<file path="src/rtl/mio_spi_pkg.sv">
package mio_spi_pkg;
  typedef enum logic [1:0] {LANE1 = 2'd0, LANE2 = 2'd1, LANE4 = 2'd2} lane_e;
  typedef enum logic [2:0] {S_IDLE, S_HDR, S_DATA, S_TAIL, S_FIN} xfer_st_e;
  localparam int HDR_BITS = 32;
  localparam int NUM_CODES = 6;
endpackage

</file>
<file path="src/rtl/mio_spi_decode.sv">
module mio_spi_decode
  import mio_spi_pkg::*;
(
  input  logic [7:0] code,
  input  logic [7:0] tbl [NUM_CODES],
  output logic       hit,
  output logic       is_rd,
  output lane_e      lanes
);
  logic [NUM_CODES-1:0] match;
  genvar g;
  generate
    for (g = 0; g < NUM_CODES; g++) begin : g_cmp
      assign match[g] = (code == tbl[g]);
    end
  endgenerate

  // Entry order: rd1, wr1, rd2, wr2, rd4, wr4; lowest index wins.
  always_comb begin
    hit   = |match;
    is_rd = 1'b0;
    lanes = LANE1;
    for (int i = NUM_CODES - 1; i >= 0; i--) begin
      if (match[i]) begin
        is_rd = (i % 2) == 0;
        lanes = (i < 2) ? LANE1 : ((i < 4) ? LANE2 : LANE4);
      end
    end
  end
endmodule

</file>
<file path="src/rtl/mio_spi_sclk_gen.sv">
module mio_spi_sclk_gen #(
  parameter int DIV_W = 8
) (
  input  logic             clk,
  input  logic             rst,
  input  logic             run,
  input  logic             gate,
  input  logic [DIV_W-1:0] div,
  output logic             sclk,
  output logic             tick,
  output logic             rise,
  output logic             fall
);
  logic [DIV_W-1:0] cnt;

  assign tick = run && (cnt == div);
  assign rise = tick && gate && !sclk;
  assign fall = tick && gate && sclk;

  always_ff @(posedge clk) begin
    if (rst || !run) begin
      cnt  <= '0;
      sclk <= 1'b0;
    end else if (tick) begin
      cnt <= '0;
      if (gate) sclk <= !sclk;
    end else begin
      cnt <= cnt + 1'b1;
    end
  end
endmodule

</file>
<file path="src/rtl/mio_spi_lane_mux.sv">
module mio_spi_lane_mux
  import mio_spi_pkg::*;
(
  input  lane_e       lanes,
  input  logic        load,
  input  logic [7:0]  tx_byte,
  input  logic [7:0]  cur,
  input  logic [3:0]  io_in,
  output logic [7:0]  nxt_byte,
  output logic [3:0]  nxt_bits,
  output logic [7:0]  rx_byte,
  output logic [3:0]  oe_mask,
  output logic [2:0]  slot_last
);
  logic [7:0] shl;

  always_comb begin
    unique case (lanes)
      LANE4: begin
        shl       = {cur[3:0], 4'b0};
        rx_byte   = {cur[3:0], io_in};
        oe_mask   = 4'b1111;
        slot_last = 3'd1;
      end
      LANE2: begin
        shl       = {cur[5:0], 2'b0};
        rx_byte   = {cur[5:0], io_in[1:0]};
        oe_mask   = 4'b0011;
        slot_last = 3'd3;
      end
      default: begin
        shl       = {cur[6:0], 1'b0};
        rx_byte   = {cur[6:0], io_in[1]};
        oe_mask   = 4'b0001;
        slot_last = 3'd7;
      end
    endcase
    nxt_byte = load ? tx_byte : shl;
    unique case (lanes)
      LANE4:   nxt_bits = nxt_byte[7:4];
      LANE2:   nxt_bits = {2'b0, nxt_byte[7:6]};
      default: nxt_bits = {3'b0, nxt_byte[7]};
    endcase
  end
endmodule

</file>
<file path="src/rtl/mio_spi_engine.sv">
module mio_spi_engine
  import mio_spi_pkg::*;
#(
  parameter int CNT_W = 8,
  parameter int DIV_W = 8
) (
  input  logic             clk,
  input  logic             rst,
  input  logic             start,
  input  logic [7:0]       cmd_code,
  input  logic [23:0]      dev_addr,
  input  logic [CNT_W-1:0] byte_cnt,
  input  logic [DIV_W-1:0] clk_div,
  input  logic [7:0]       code_rd1,
  input  logic [7:0]       code_wr1,
  input  logic [7:0]       code_rd2,
  input  logic [7:0]       code_wr2,
  input  logic [7:0]       code_rd4,
  input  logic [7:0]       code_wr4,
  input  logic [7:0]       tx_data,
  output logic             tx_req,
  output logic [7:0]       rx_data,
  output logic             rx_valid,
  output logic             busy,
  output logic             done,
  output logic             sclk,
  output logic             cs_n,
  output logic [3:0]       io_out,
  output logic [3:0]       io_oe,
  input  logic [3:0]       io_in
);
  localparam int HCNT_W = $clog2(HDR_BITS + 1);

  xfer_st_e          st;
  logic [31:0]       hsh;
  logic [HCNT_W-1:0] hcnt;
  logic [7:0]        dsh;
  logic [2:0]        sc;
  logic [CNT_W-1:0]  rem;
  logic              bdone;
  lane_e             lanes_q;
  logic              rd_q;

  logic [7:0] tbl [NUM_CODES];
  assign tbl[0] = code_rd1;
  assign tbl[1] = code_wr1;
  assign tbl[2] = code_rd2;
  assign tbl[3] = code_wr2;
  assign tbl[4] = code_rd4;
  assign tbl[5] = code_wr4;

  logic  dec_hit, dec_rd;
  lane_e dec_lanes;
  mio_spi_decode u_dec (
    .code(cmd_code), .tbl(tbl), .hit(dec_hit), .is_rd(dec_rd), .lanes(dec_lanes)
  );

  logic run, gate, tick, rise, fall;
  assign run  = (st == S_HDR) || (st == S_DATA) || (st == S_TAIL);
  assign gate = (st != S_TAIL);
  mio_spi_sclk_gen #(.DIV_W(DIV_W)) u_clk (
    .clk(clk), .rst(rst), .run(run), .gate(gate), .div(clk_div),
    .sclk(sclk), .tick(tick), .rise(rise), .fall(fall)
  );

  logic       ld_tx;
  logic [7:0] nxt_byte, rx_byte;
  logic [3:0] nxt_bits, oe_mask;
  logic [2:0] slot_last;
  assign ld_tx = (st == S_HDR) || bdone;
  mio_spi_lane_mux u_lane (
    .lanes(lanes_q), .load(ld_tx), .tx_byte(tx_data), .cur(dsh), .io_in(io_in),
    .nxt_byte(nxt_byte), .nxt_bits(nxt_bits), .rx_byte(rx_byte),
    .oe_mask(oe_mask), .slot_last(slot_last)
  );

  assign busy = (st != S_IDLE);

  always_ff @(posedge clk) begin
    if (rst) begin
      st       <= S_IDLE;
      hsh      <= '0;
      hcnt     <= '0;
      dsh      <= '0;
      sc       <= '0;
      rem      <= '0;
      bdone    <= 1'b0;
      lanes_q  <= LANE1;
      rd_q     <= 1'b0;
      cs_n     <= 1'b1;
      io_out   <= '0;
      io_oe    <= '0;
      tx_req   <= 1'b0;
      rx_valid <= 1'b0;
      rx_data  <= '0;
      done     <= 1'b0;
    end else begin
      tx_req   <= 1'b0;
      rx_valid <= 1'b0;
      done     <= 1'b0;
      unique case (st)
        S_IDLE: begin
          if (start && dec_hit) begin
            st      <= S_HDR;
            cs_n    <= 1'b0;
            hsh     <= {cmd_code, dev_addr};
            hcnt    <= '0;
            rem     <= byte_cnt;
            lanes_q <= dec_lanes;
            rd_q    <= dec_rd;
            io_out  <= {3'b0, cmd_code[7]};
            io_oe   <= 4'b0001;
          end
        end
        S_HDR: begin
          if (rise) begin
            hcnt <= hcnt + 1'b1;
          end else if (fall) begin
            if (hcnt == HCNT_W'(HDR_BITS)) begin
              sc    <= '0;
              bdone <= 1'b0;
              if (rem == '0) begin
                st     <= S_TAIL;
                io_out <= '0;
                io_oe  <= '0;
              end else if (rd_q) begin
                st     <= S_DATA;
                io_out <= '0;
                io_oe  <= '0;
              end else begin
                st     <= S_DATA;
                dsh    <= nxt_byte;
                io_out <= nxt_bits;
                io_oe  <= oe_mask;
                tx_req <= 1'b1;
              end
            end else begin
              hsh    <= {hsh[30:0], 1'b0};
              io_out <= {3'b0, hsh[30]};
            end
          end
        end
        S_DATA: begin
          if (rise) begin
            if (rd_q) dsh <= rx_byte;
            if (sc == slot_last) begin
              sc    <= '0;
              rem   <= rem - 1'b1;
              bdone <= 1'b1;
              if (rd_q) begin
                rx_data  <= rx_byte;
                rx_valid <= 1'b1;
              end
            end else begin
              sc    <= sc + 1'b1;
              bdone <= 1'b0;
            end
          end else if (fall) begin
            if (rem == '0 && (rd_q || bdone)) begin
              st     <= S_TAIL;
              io_out <= '0;
              io_oe  <= '0;
            end else if (!rd_q) begin
              dsh    <= nxt_byte;
              io_out <= nxt_bits;
              if (bdone) tx_req <= 1'b1;
            end
            bdone <= 1'b0;
          end
        end
        S_TAIL: begin
          if (tick) begin
            cs_n <= 1'b1;
            st   <= S_FIN;
          end
        end
        S_FIN: begin
          done <= 1'b1;
          st   <= S_IDLE;
        end
        default: st <= S_IDLE;
      endcase
    end
  end
endmodule

</file>
<file path="config.mk">
export PLATFORM = sky130hd
export DESIGN_NAME = mio_spi_engine
export DESIGN_NICKNAME = d
export VERILOG_FILES = /design/src/rtl/mio_spi_pkg.sv /design/src/rtl/mio_spi_decode.sv /design/src/rtl/mio_spi_sclk_gen.sv /design/src/rtl/mio_spi_lane_mux.sv /design/src/rtl/mio_spi_engine.sv
export SDC_FILE = /design/constraint.sdc
export NUM_CORES = 1
export LEC_CHECK = 0
export BUFFER_PORTS_ARGS = -buffer_cell sky130_fd_sc_hd__buf_2
export CAP_MARGIN = 10
export CELL_PAD_IN_SITES_DETAIL_PLACEMENT = 1
export CELL_PAD_IN_SITES_GLOBAL_PLACEMENT = 1
export CORE_MARGIN = 5
export CORE_UTILIZATION = 42
export CTS_BUF_LIST = sky130_fd_sc_hd__clkbuf_4 sky130_fd_sc_hd__clkbuf_8 sky130_fd_sc_hd__clkbuf_16
export DETAILED_ROUTE_END_ITERATION = 10
export PLACE_DENSITY = 0.95
export SLEW_MARGIN = 20
export SYNTH_ARGS = -nofsm -noshare
export SYNTH_HDL_FRONTEND = slang
export SYNTH_SLANG_ARGS = --single-unit
</file>
<file path="constraint.sdc">
create_clock -name clk -period 5.2 [get_ports clk]
set_input_delay 0.52 -clock clk [delete_from_list [all_inputs] [get_ports clk]]
set_output_delay 0.52 -clock clk [all_outputs]
set_load 0.03 [all_outputs]
</file>
==> results.yml <==
synth:
  syn_area_um2: 5425
  yosys.area_share.simple_pct: 26.55
  syn_area_per_cell_um2: 7.817
  ys_seq_area_share_pct: 33.21
  ys_types: 65
  yosys.area_share.xor_xnor_pct: 10.98
  synth_seq_cells: 90
  synth_top_area_share_pct: 33.21
  netlist_instances: 694
  synth_ff_type: "dfxtp_1"
  synth-compound-area-share_pct: 19.10
  synth_edf_count: 0
  yosysWarnings: 0
  synth_top_family_by_area: "simple AND/OR/NAND/NOR gates"
  ys_top_cells_by_area: "dfxtp_1 (33%), xnor2_1 (8.2%), nand2_1 (6.9%)"
  synth_fa_ha_area_share_pct: 1.614
  synth_nets: 812
  synth.mux.area_fraction_pct: 2.975
  async_reset_ff_share_pct: 0
  synth.largest_area_cell: "dfxtp_1"
clock_tree:
  path_clk_slew_ps: 60
  cts_buffers: 9
  clockRootBuffer: "clkbuf_16"
  post_cts_resized: 0
  clk-insertion-delay-late_ps: 350
  cts_tree: "done"
  cts_buffer_depth: 2
  cts_setup_buffers: 0
  cts-hold-fix-buffers: 0
  cts_sinks: 90
  cts.htree.levels: 3
setup_path:
  critPathRequiredTime_ps: 5440
  cpPeakStageDelay_ps: 880
  slowest_stage: "nor4_1"
  cp-start-kind: "register"
  worstPathArrival_ps: 3570
  path_cells: "nor2b_1 -> nand2b_1 -> nor4_1 -> nand3_1 -> nand2_1 -> o21ai_0 -> and2_1"
  cp_max_fo: 23
  critical_path_class: "reg2reg"
  crit_path_end_kind: "register"
finish:
  drive_above_1_share_pct: 22.24
  syn_to_final_growth_pct: 19.10
  fill_cells: 1619
  antenna_cells: 0
  layout.nets: 909
  final_cells: 968
flow_run:
  maxCapViolCount: 0
grt:
  grt_usage_pct: 22.61
  grt-ovfl-total: 0
  antenna_found_initial: 0
  grt_pass1_wl_um: 27690
  grt_max_degree: 63
  grt_pass1_vias: 5687
sta:
  hold_viol_final: 0
  period_minus_slack_ps: 3335
  finalHoldWorstSlack_ps: 409.3
  fin_setup_tns_ps: 0
  rsz0062_at_grt: "no"
  worstMarginPinSlew_ps: 1052
  slew_viol_final: 0
  timing.final.crit_share_pct: 64.14
  slew_headroom_pct: 29.89
  final-setup-viol-count: 0
  clock_skew_ps: 7.838
  fmax_ghz: 0.2998
min_path:
  hp-class: "in2reg"
drt:
  ant_nets: 0
  vias_per_cell: 5.740
  wl_per_cell_um: 17.82
  finalWirelength_um: 17250
  drcViolationCount: 0
  dr.pass1.iters: 5
  num_vias: 5556
  drt_iter0_drc: 476
power:
  seqPwrFrac_pct: 43.8
  p_sw_w: 0.0003830
  total_power_w: 0.001605
  power.share.combinational_pct: 10.6
  irDropWorstVdd_mv: 0.1483
  swShare_pct: 23.86
  p_leak_nw: 2.488
  p_clk_share_pct: 45.7
  p_per_area_nw_per_um2: 248.4
  p_int_w: 0.001222
placed_design:
  placed_cells: 952
  portBuffers: 132
  gp_congestion: 0.8642
  dp_hpwl_um: 12620
floorplan:
  die_area_um2: 15290
  die_x_um: 123.7
  io_pins: 133
  row_count: 41
  start_util_pct: 42.99
  die_h_um: 123.7
  fp.coreArea_um2: 12620
outcome:
  outcome: "complete, no violations"
-- cells by family after synthesis --
logic type	count (synthesis)
multiplexers	16
buffers and inverters	69
adder cells (fa/ha/maj)	7
flip-flops	90
AO/OA/AOI/OAI	138
AND/OR/NAND/NOR	306
XOR/XNOR	68
-- area by class of cell --
cell class              instances  area, um2  share of cell area, %
multi-input cells             535       3338                  51.67
well taps                     172      215.2                  3.331
flip-flops and latches         90       1802                  27.89
inverters                      17      63.81                 0.9876
clock buffers                  11      252.7                  3.912
clock inverters                 5      83.83                  1.297
repair buffers                138      705.7                  10.92
-- cell usage in the layout (no fill, tap or decap), drive strengths merged, types with 3 or more instances in the layout --
cell type / count
or3: 7
o31ai: 5
or2: 4
nand2: 101
o21ai: 23
a311oi: 36
a221oi: 5
nor3: 17
ha: 7
and3: 6
o21a: 3
a21oi: 27
nor4: 8
nor2: 95
o2111ai: 3
a22oi: 7
nand3: 19
a31oi: 7
nand3b: 3
nor3b: 8
clkbuf: 11
inv: 18
buf: 138
nor2b: 4
and2: 5
dfxtp: 90
nand4: 18
mux2i: 15
a211oi: 5
xnor2: 51
xor2: 17
nand2b: 4
-- registers in the layout, summed over array words and instances (netlist names), 2 cells and up --
| signal | flops |
|---|---|
| io_oe | 3 |
| u_clk.cnt | 8 |
| lanes_q | 2 |
| sc | 3 |
| hcnt | 6 |
| rx_data | 8 |
| hsh | 31 |
| dsh | 7 |
| st | 3 |
| rem | 8 |
| io_out | 4 |
-- path summary, 6_finish.rpt --
| check | start | end | slack, ps | cells past startpoint |
|---|---|---|---|---|
| max reg2reg | st[1]$_SDFFE_PP0P_ | rx_data[0]$_SDFFE_PP0P_ | 1860 | 7 |
| max | st[1]$_SDFFE_PP0P_ | rx_data[0]$_SDFFE_PP0P_ | 1860 | 7 |
| min | dev_addr[0] | hsh[0]$_SDFFE_PP0P_ | 410 | 2 |
| min reg2reg | rx_data[3]$_SDFFE_PP0P_ | rx_data[3]$_SDFFE_PP0P_ | 450 | 2 |
-- critical path: cells and delay by family, from the launching register on --
family / cells / cell delay (ps)
AO/OA/AOI/OAI: 1 / 90
flip-flops: 1 / 500
AND/OR/NAND/NOR: 6 / 2630
-- power groups by stage --
stage               Sequential [W]  Combinational (W)  Clock, W
finish                    0.000703           0.000170  0.000733
global route              0.000703           0.000187  0.000768
CTS                       0.000702           0.000171  0.000743
detailed placement        0.000718           0.000170         0
global placement          0.000717           0.000165         0
floorplan                 0.000716           0.000101         0
-- Yosys cell counts, types with 8 or more instances --
| cell type | n |
|---|---|
| xor2_1 | 17 |
| inv_1 | 17 |
| xnor2_1 | 51 |
| nor3_1 | 17 |
| nand2_1 | 100 |
| mux2i_1 | 15 |
| a311oi_1 | 33 |
| a21oi_1 | 27 |
| clkbuf_1 | 33 |
| buf_2 | 13 |
| nor2_1 | 91 |
| dfxtp_1 | 90 |
| nor3b_1 | 8 |
| nand4_1 | 18 |
| o21ai_0 | 22 |
| nand3_1 | 19 |
-- metal layers --
layer | track usage, % | vias up | part of all wire, %
li1 | - | 2659 | -
met1 | 26.54 | 2679 | 41
met2 | 40.18 | 194 | 50
met3 | 4.814 | 24 | 6.8
met4 | 8.581 | 0 | 1.8
met5 | 0 | - | 0
-- through the flow --
step,setup WS (ps),util (%),area (um2)
floorplan,2725,-,5425
global placement,1895,48.47,6117
detailed placement,1705,48.47,6117
CTS,1902,51.14,6454
global route,1480,51.20,6461
finish,1865,51.20,6461
(Power assumes the default switching activity.)
